<file path="config.mk">
export PLATFORM = sky130hd
export DESIGN_NAME = rst_pin_ctrl
export DESIGN_NICKNAME = d
export VERILOG_FILES = /design/src/rtl/rpc_pkg.sv /design/src/rtl/rpc_cfg_reg.sv /design/src/rtl/rpc_release_timer.sv /design/src/rtl/rpc_ext_detect.sv /design/src/rtl/rst_pin_ctrl.sv
export SDC_FILE = /design/constraint.sdc
export NUM_CORES = 1
export LEC_CHECK = 0
export BUFFER_PORTS_ARGS = -buffer_cell sky130_fd_sc_hd__buf_4
export CORE_AREA = 8 8 74 76
export DETAILED_ROUTE_END_ITERATION = 12
export DIE_AREA = 0 0 82 84
export PLACE_DENSITY = 0.45
export SLEW_MARGIN = 20
export SYNTH_ARGS = -nofsm -noshare
export SYNTH_HDL_FRONTEND = slang
export SYNTH_SLANG_ARGS = --single-unit
</file>
<file path="constraint.sdc">
create_clock -name clk -period 2.1 [get_ports clk]
set_input_delay 0.315 -clock clk [delete_from_list [all_inputs] [get_ports clk]]
set_output_delay 0.315 -clock clk [all_outputs]
set_load 0.03 [all_outputs]
</file>
<file path="src/rtl/rpc_pkg.sv">
package rpc_pkg;

  typedef enum logic [1:0] {
    PS_OFF   = 2'b00,
    PS_SLEEP = 2'b01,
    PS_ON    = 2'b10,
    PS_BAD   = 2'b11
  } pwr_state_e;

  typedef struct packed {
    logic       slp_mask;
    logic       slp_drive;
    logic [1:0] dly_sel;
  } rst_cfg_t;

  typedef enum logic [1:0] {
    TM_HOLD  = 2'b00,
    TM_COUNT = 2'b01,
    TM_FREE  = 2'b10
  } tmr_state_e;

  localparam rst_cfg_t CFG_RESET = '{slp_mask: 1'b1, slp_drive: 1'b1, dly_sel: 2'b11};

  function automatic int unsigned pick_delay(input logic [1:0] sel,
                                             input int unsigned d0, input int unsigned d1,
                                             input int unsigned d2, input int unsigned d3);
    case (sel)
      2'b00:   return d0;
      2'b01:   return d1;
      2'b10:   return d2;
      default: return d3;
    endcase
  endfunction

  function automatic int unsigned max4(input int unsigned a, input int unsigned b,
                                       input int unsigned c, input int unsigned d);
    int unsigned m;
    m = a;
    if (b > m) m = b;
    if (c > m) m = c;
    if (d > m) m = d;
    return m;
  endfunction

  function automatic logic [7:0] cfg_to_byte(input rst_cfg_t c);
    return {2'b00, c.slp_mask, c.slp_drive, 2'b00, c.dly_sel};
  endfunction

  function automatic rst_cfg_t byte_to_cfg(input logic [7:0] b);
    rst_cfg_t c;
    c.slp_mask  = b[5];
    c.slp_drive = b[4];
    c.dly_sel   = b[1:0];
    return c;
  endfunction

endpackage

</file>
<file path="src/rtl/rpc_cfg_reg.sv">
module rpc_cfg_reg
  import rpc_pkg::*;
(
  input  logic       clk,
  input  logic       rst_n,
  input  logic       wr_en,
  input  logic       unlock,
  input  logic [7:0] wdata,
  output rst_cfg_t   cfg,
  output logic [7:0] rdata
);

  logic wr_accept;
  assign wr_accept = wr_en & unlock;

  always_ff @(posedge clk or negedge rst_n) begin
    if (!rst_n)         cfg <= CFG_RESET;
    else if (wr_accept) cfg <= byte_to_cfg(wdata);
  end

  assign rdata = cfg_to_byte(cfg);

  AST_CFG_LOCKED: assert property (@(posedge clk) disable iff (!rst_n)
    !(wr_en && unlock) |=> $stable(rdata));
  AST_CFG_TAKES_WRITE: assert property (@(posedge clk) disable iff (!rst_n)
    (wr_en && unlock) |=> (rdata == ($past(wdata) & 8'h33)));

endmodule

</file>
<file path="src/rtl/rpc_release_timer.sv">
module rpc_release_timer
  import rpc_pkg::*;
#(
  parameter int unsigned DLY_T0 = 3,
  parameter int unsigned DLY_T1 = 11,
  parameter int unsigned DLY_T2 = 51,
  parameter int unsigned DLY_T3 = 101,
  localparam int unsigned DLY_MAX = max4(DLY_T0, DLY_T1, DLY_T2, DLY_T3),
  localparam int unsigned CNT_W   = $clog2(DLY_MAX + 1)
)(
  input  logic       clk,
  input  logic       rst_n,
  input  logic       in_on,
  input  logic       seq_done,
  input  logic       tick,
  input  logic [1:0] dly_sel,
  output logic       released,
  output logic       counting
);

  tmr_state_e       st;
  logic [CNT_W-1:0] cnt;
  logic [CNT_W-1:0] load_val;
  logic             load_evt;
  logic             last_tick_evt;

  assign load_val      = CNT_W'(pick_delay(dly_sel, DLY_T0, DLY_T1, DLY_T2, DLY_T3));
  assign load_evt      = in_on & seq_done;
  assign last_tick_evt = in_on & (st == TM_COUNT) & tick & (cnt <= CNT_W'(1));

  always_ff @(posedge clk or negedge rst_n) begin
    if (!rst_n) begin
      st  <= TM_HOLD;
      cnt <= '0;
    end else if (!in_on) begin
      st  <= TM_HOLD;
      cnt <= '0;
    end else if (load_evt) begin
      st  <= TM_COUNT;
      cnt <= load_val;
    end else if (last_tick_evt) begin
      st  <= TM_FREE;
      cnt <= '0;
    end else if (st == TM_COUNT && tick) begin
      cnt <= cnt - CNT_W'(1);
    end
  end

  assign released = (st == TM_FREE);
  assign counting = (st == TM_COUNT);

  AST_CANCEL_ON_EXIT: assert property (@(posedge clk) disable iff (!rst_n)
    !in_on |=> (!released && !counting));
  AST_LOAD_FULL: assert property (@(posedge clk) disable iff (!rst_n)
    load_evt |=> (counting && cnt == CNT_W'(pick_delay($past(dly_sel), DLY_T0, DLY_T1, DLY_T2, DLY_T3))));
  AST_CNT_HOLDS: assert property (@(posedge clk) disable iff (!rst_n)
    (counting && in_on && !seq_done && !tick) |=> (counting && $stable(cnt)));

endmodule

</file>
<file path="src/rtl/rpc_ext_detect.sv">
module rpc_ext_detect #(
  parameter int unsigned FILT_LEN = 3,
  localparam int unsigned BLANK   = FILT_LEN + 3,
  localparam int unsigned FCNT_W  = $clog2(FILT_LEN + 1),
  localparam int unsigned BCNT_W  = $clog2(BLANK + 1)
)(
  input  logic clk,
  input  logic rst_n,
  input  logic pad_in,
  input  logic self_drive,
  input  logic allow,
  output logic req_pulse
);

  logic [1:0]        sync_q;
  logic              pad_s;
  logic [BCNT_W-1:0] blank_cnt;
  logic              blanked;
  logic              ext_raw;
  logic              ext_filt;
  logic              ext_filt_d;
  logic [FCNT_W-1:0] fcnt;
  logic              filt_rise_evt;

  always_ff @(posedge clk or negedge rst_n) begin
    if (!rst_n) sync_q <= 2'b11;
    else        sync_q <= {sync_q[0], pad_in};
  end
  assign pad_s = sync_q[1];

  // own pull-down, plus the synchroniser/filter latency after it lets go
  always_ff @(posedge clk or negedge rst_n) begin
    if (!rst_n)                 blank_cnt <= BCNT_W'(BLANK);
    else if (self_drive)        blank_cnt <= BCNT_W'(BLANK);
    else if (blank_cnt != '0)   blank_cnt <= blank_cnt - BCNT_W'(1);
  end
  assign blanked = self_drive | (blank_cnt != '0);
  assign ext_raw = ~pad_s & ~blanked;

  always_ff @(posedge clk or negedge rst_n) begin
    if (!rst_n) begin
      ext_filt <= 1'b0;
      fcnt     <= '0;
    end else if (ext_raw == ext_filt) begin
      fcnt <= '0;
    end else if (fcnt == FCNT_W'(FILT_LEN - 1)) begin
      ext_filt <= ext_raw;
      fcnt     <= '0;
    end else begin
      fcnt <= fcnt + FCNT_W'(1);
    end
  end

  always_ff @(posedge clk or negedge rst_n) begin
    if (!rst_n) ext_filt_d <= 1'b0;
    else        ext_filt_d <= ext_filt;
  end

  assign filt_rise_evt = ext_filt & ~ext_filt_d;
  assign req_pulse     = filt_rise_evt & allow;

  AST_REQ_ONE_CYCLE: assert property (@(posedge clk) disable iff (!rst_n)
    req_pulse |=> !req_pulse);
  AST_FILT_NEEDS_RAW: assert property (@(posedge clk) disable iff (!rst_n)
    $rose(ext_filt) |-> $past(ext_raw));

endmodule

</file>
<file path="src/rtl/rst_pin_ctrl.sv">
module rst_pin_ctrl
  import rpc_pkg::*;
#(
  parameter int unsigned DLY_T0   = 3,
  parameter int unsigned DLY_T1   = 11,
  parameter int unsigned DLY_T2   = 51,
  parameter int unsigned DLY_T3   = 101,
  parameter int unsigned FILT_LEN = 3
)(
  input  logic       clk,
  input  logic       rst_n,
  input  logic [1:0] pwr_state,
  input  logic       seq_done,
  input  logic       tick_ms,
  input  logic       cfg_wr_en,
  input  logic       cfg_unlock,
  input  logic [7:0] cfg_wdata,
  output logic [7:0] cfg_rdata,
  input  logic       pad_in,
  output logic       pad_drive_low,
  output logic       hw_reset_req
);

  pwr_state_e ps;
  rst_cfg_t   cfg;
  logic       in_on;
  logic       in_sleep;
  logic       tmr_released;
  logic       tmr_counting;
  logic       self_drive;
  logic       allow_req;

  assign ps       = pwr_state_e'(pwr_state);
  assign in_on    = (ps == PS_ON);
  assign in_sleep = (ps == PS_SLEEP);

  rpc_cfg_reg u_cfg (
    .clk    (clk),
    .rst_n  (rst_n),
    .wr_en  (cfg_wr_en),
    .unlock (cfg_unlock),
    .wdata  (cfg_wdata),
    .cfg    (cfg),
    .rdata  (cfg_rdata)
  );

  rpc_release_timer #(
    .DLY_T0 (DLY_T0), .DLY_T1 (DLY_T1), .DLY_T2 (DLY_T2), .DLY_T3 (DLY_T3)
  ) u_tmr (
    .clk      (clk),
    .rst_n    (rst_n),
    .in_on    (in_on),
    .seq_done (seq_done),
    .tick     (tick_ms),
    .dly_sel  (cfg.dly_sel),
    .released (tmr_released),
    .counting (tmr_counting)
  );

  always_comb begin
    case (ps)
      PS_SLEEP: self_drive = cfg.slp_drive;
      PS_ON:    self_drive = ~tmr_released;
      default:  self_drive = 1'b1;
    endcase
  end
  assign pad_drive_low = self_drive;

  assign allow_req = ~(in_sleep & cfg.slp_mask);

  rpc_ext_detect #(.FILT_LEN (FILT_LEN)) u_ext (
    .clk        (clk),
    .rst_n      (rst_n),
    .pad_in     (pad_in),
    .self_drive (self_drive),
    .allow      (allow_req),
    .req_pulse  (hw_reset_req)
  );

  AST_OFF_PULLS_LOW: assert property (@(posedge clk) disable iff (!rst_n)
    (pwr_state == 2'b00) |-> pad_drive_low);
  AST_ON_RELEASE_ON_TICK: assert property (@(posedge clk) disable iff (!rst_n)
    ($fell(pad_drive_low) && in_on && $past(in_on)) |-> ($past(tick_ms) && $past(tmr_counting)));

endmodule

</file>
After elaboration in Yosys (flattened, before gate mapping)
Cells that the tools add are included.
{ "op_classes": {"n_addsub": 3, "magnitude_cmp": 1, "n_eq_ne": 10, "mux": 13, "bitwise_logic": 16, "reduce_logical": 5} }
{ "op_table": {"columns": ["operator", "n"], "rows": [
  ["$mux 7", 4],
  ["$pmux 7 s3", 1],
  ["$mux 2", 5],
  ["$and 1x1->1", 9],
  ["$eq 2x2->1 const B", 4],
  ["$le 7x1->1 const B", 1],
  ["$sub 7x1->7 const B", 1],
  ["$eq 2x1->1 const B", 3],
  ["$mux 3", 2],
  ["$not 1->1", 6],
  ["$ne 4x4->1 const B", 1],
  ["$ne 3x3->1 const B", 1],
  ["$reduce_bool 3->1", 1],
  ["$sub 3x1->3 const B", 1],
  ["$add 2x1->2 const B", 1],
  ["$logic_not 2->1", 1],
  ["$pmux 1 s2", 1],
  ["$reduce_and 2->1", 1],
  ["$reduce_bool 2->1", 1],
  ["$eq 1x1->1", 1],
  ["$logic_and 1x1->1", 1],
  ["$or 1x1->1", 1]
]} }
{ "totals": {"regBits": 22, "inputBits": 17, "out_inout_bits": 10, "wordCells": 58} }

Depth between registers and ports, before layout
{ "logic_depth": {"ltp_word": 9, "depth_mapped": 6, "ltp_nobuf": 6} }

Hierarchy
From an unflattened synthesis, not the netlist that was laid out.
{ "unflattened": {"hier_cells": 121, "area_unflattened_um2": 1295.0} }
{ "modules_own_cells": {"columns": ["mod", "n_inst", "cells_per_inst", "area_per_inst_um2"], "rows": [
  ["rpc_release_timer", 1, 68, 619.3],
  ["rpc_ext_detect", 1, 28, 390.4],
  ["rpc_cfg_reg", 1, 18, 235.2],
  ["rst_pin_ctrl", 1, 7, 50.0]
]} }

Least setup slack after synthesis
Ideal clock, no wire load.
{ "synth_timing": {"path_type": "input to output", "from": "input pwr_state[1]", "to": "output hw_reset_req", "arrival_ns": 1.269, "t_required_ns": 1.785, "path_slack_ns": 0.516, "cell_stages": 3, "n_path_buf": 0, "path_cell_list": "inv_1 -> ha_1 -> a211oi_1"} }
{ "synth_between": {"elab_chain_len": 4} }
{ "synth_rtl": {"columns": ["item", "line", "rtl"], "rows": [
  ["start: declaration", "rst_pin_ctrl.sv:12", "input logic [1:0] pwr_state,"],
  ["$eq 2x1->1", "rst_pin_ctrl.sv:35", "assign in_sleep = (ps == PS_SLEEP);"],
  ["$and 1x1->1", "rst_pin_ctrl.sv:69", "assign allow_req = ~(in_sleep & cfg.slp_mask);"],
  ["$not 1->1", "rst_pin_ctrl.sv:69", null],
  ["$and 1x1->1", "rpc_ext_detect.sv:60", "assign req_pulse = filt_rise_evt & allow;"],
  ["end: declaration", "rst_pin_ctrl.sv:21", "output logic hw_reset_req"]
]} }
Every way passes these cells.

Worst setup path in the final report
{ "layout_timing": {"from": "register u_tmr.cnt[0]", "to": "register u_tmr.cnt[4]"} }
{ "layout_between": {"elab_chain_len": 5} }
{ "layout_rtl": {"columns": ["item", "line", "rtl"], "rows": [
  ["start: declaration", "rpc_release_timer.sv:22", "logic [CNT_W-1:0] cnt;"],
  ["start signal: assignment", "rpc_release_timer.sv:40", "cnt <= load_val;"],
  ["start signal: assignment", "rpc_release_timer.sv:45", "cnt <= cnt - CNT_W'(1);"],
  ["$sub 7x1->7 or $le 7x1->1 (tied branches)", "rpc_release_timer.sv:45, rpc_release_timer.sv:29", null],
  ["$mux 7 or $and 1x1->1 (tied branches)", "rpc_release_timer.sv:44, rpc_release_timer.sv:29", null],
  ["$mux 7", "rpc_release_timer.sv:41", "end else if (last_tick_evt) begin"],
  ["$mux 7", "rpc_release_timer.sv:38", "end else if (load_evt) begin"],
  ["$mux 7", "rpc_release_timer.sv:35", "end else if (!in_on) begin"]
]} }
Parallel ways exist; a longest one is shown, timed or not. The select of a mux whose other input is x is not followed.
A chain may end at the register's enable or synchronous reset.

==> results by group <==
Finish
  – P&R area growth vs syn: 20.6%
  – Layout cells sized above 1: 0.277
  – Post-layout util: 0.349
  – Fin cells: 193
  – Finished Cell Area: 0.00149 sq mm
  – Commonest non-fill, non-tap cell in the layout: buf_4
  – Inserted Diodes: 0
  – Most frequent cells in the layout: buf_4, dfrtp_1, inv_1
  – Final net count: 165

STA
  – Final setup vio count: 0
  – Pins Over Slew Limit: 0
  – Hold Fails Final Rpt: 0
  – Crit share post-route: 0.840
  – Least-Margin Pin Slew: 518 ps
  – Relative slew slack: 0.654
  – Minimum clock period: 1760 ps
  – Achievable Freq: 567 MHz
  – RSZ-0062 raised after global routing: false
  – Final Skew: 3.27 ps
  – Setup_tns: 0 ps

Clock tree
  – Post-CTS setup buffers: 0
  – TritonCTS Sinks: 22
  – CTS tree: yes
  – H-tree depth: 1
  – Worst-path clk slew: 80 ps
  – Max Root-Sink Buffers: 2
  – CTS Buf Count: 3
  – Worst skew pair latency: 260 ps
  – CTS root buffer: clkbuf_8
  – Post_cts resized: 0

Job
  – Max-cap violation count: 0

Floorplanning
  – Die area: 0.00689 sq mm
  – Die Wd: 82 um
  – Site row count: 24
  – CORE AREA: 0.00426 sq mm
  – Starting Density: 0.289
  – Ports: 27
  – Die Ht: 84 um

Drt
  – DRT iter0 DRCs: 89
  – Antenna-violating nets left: 0
  – DRT Wirelength: 2540 um
  – Via count: 957
  – DRC: 0
  – Routed vias/inst: 4.96
  – WL/cell: 13.2 um
  – TritonRoute pass-1 iters: 4

Power
  – LEAKAGE: 0.663 nW
  – Max rail drop VDD: 0.000324 V
  – PD cells: 803 mW/mm^2

Global routing
  – First-pass GRT wire length: 4360 um
  – Pin count of the biggest net entering global routing: 23
  – Initial antenna violation count: 0
  – Grt ovf: 0
  – Vias in the first global route: 995
  – Total global-route track usage: 0.0788

Worst setup path
  – Crit path DAT: 1930 ps
  – Critical path class: register to register
  – Flop2flop setup slack: 340 ps
  – Critical path endpoint category: register
  – Worst-path fanout max: 6
  – CP Launch Type: register
  – Data required, critical path: 2270 ps

Placement
  – Final RePlAce weighted congestion: 0.796
  – Post-detail-place hpwl: 1960 um
  – Placed Area: 0.00141 sq mm
  – Placed cells: 188
  – Buffers added on ports: 18

Yosys
  – Synth Instances: 121
  – #FFs+latches synth: 22
  – Async set or reset register ratio after synthesis: 1.00
  – Yosys warning count: 0
  – Post-synthesis cell type count: 44
  – Sequential element share of the synthesized area: 0.455
  – Syn Area/Cell: 10.2 sq um
  – Post-synth EDFFs: 0
  – Synth Cell Area: 0.00123 sq mm
  – Post-synth top flop: dfrtp_1

Run status
  – Status: completed

Worst hold path
  – Type of the worst min-delay path: input port to register
synthesized netlist by cell type (all sizes together) (3+ instances only):
cell type / number / area [sq um]
buf: 5 / 35.0
inv: 12 / 45.0
mux2: 4 / 45.0
nand2: 10 / 37.5
a21oi: 7 / 35.0
nand2b: 3 / 26.3
nor3: 4 / 20.0
nor2b: 3 / 18.8
xnor2: 3 / 26.3
nand3: 3 / 15.0
dfrtp: 14 / 350
ha: 6 / 75.1
o21ai: 4 / 20.0
dfstp: 8 / 210
nor2: 6 / 22.5
critical path, cell delays in order, from the launching register on:
cell,delay [ps]
dfrtp_1,440
inv_1,100
ha_1,170
nor3b_1,460
nor2_1,80
o21a_1,180
a311oi_1,240
through the flow:
stage               hold slack, ps  total power [W]  setup WS [ps]
finish                         153          0.00119            335
global route                   135          0.00127            160
global placement               227         0.000801            328
floorplan                     19.4         0.000718            516
CTS                            144          0.00122            340
detailed placement             227         0.000807            348
area by class of cell:
cell class	instances	area [sq um]
Tap cell	52	65.1
Fill cell	445	2780
Clock buffer	3	41.3
Multi-Input combinational cell	84	599
Inverter	12	45.0
Sequential cell	22	561
Clock inverter	1	30.0
Timing Repair Buffer	19	145
power breakdown:
part / total (W) / internal, W / switching [W] / leakage [nW]
clock network: 0.000397 / 0.000255 / 0.000142 / 0.0357
logic: 0.000262 / 0.000112 / 0.000150 / 0.353
registers: 0.000535 / 0.000489 / 0.0000458 / 0.274
total: 0.00119 / 0.000855 / 0.000338 / 0.663
logic make-up after synthesis:
| family | count (synthesis) | synth area share |
|---|---|---|
| adders and majority gates | 6 | 0.0609 |
| and+or+nand+nor | 39 | 0.176 |
| buffers and inverters | 18 | 0.0680 |
| AOI/OAI and AO/OA | 27 | 0.172 |
| other | 1 | 0.00304 |
| DFF | 22 | 0.455 |
| xor gates and xnor gates | 3 | 0.0213 |
| muxes | 5 | 0.0447 |
path summary, 6_finish.rpt:
check                                      from                  to  cells past startpoint
worst max-delay path               u_tmr.cnt[0]        u_tmr.cnt[4]                      6
worst min-delay path                     pad_in     u_ext.sync_q[0]                      1
min in group asynchronous                 rst_n        u_tmr.cnt[3]                      2
worst min register to register  u_ext.sync_q[0]     u_ext.sync_q[1]                      0
worst max register to register     u_tmr.cnt[0]        u_tmr.cnt[4]                      6
max in group asynchronous                 rst_n  u_ext.blank_cnt[2]                      2
layer usage:
metal / GRT usage / wire length (um)
met1: 0.0954 / 1170
met2: 0.117 / 1130
met3: 0.0377 / 220
met4: 0.0272 / 19
met5: 0 / 0
repair_timing:
item / in CTS / in global routing
hold buffers: 1 / 0
hold endpoints to repair: 14 / 0
setup endpoints to repair: 0 / 0
sequential cells by signal (all words and copies together) (netlist names):
register,cells
u_cfg.cfg,4
u_ext.blank_cnt,3
u_ext.ext_filt,1
u_ext.ext_filt_d,1
u_ext.fcnt,2
u_ext.sync_q,2
u_tmr.cnt,7
u_tmr.st,2
(Power assumes the default switching activity.)
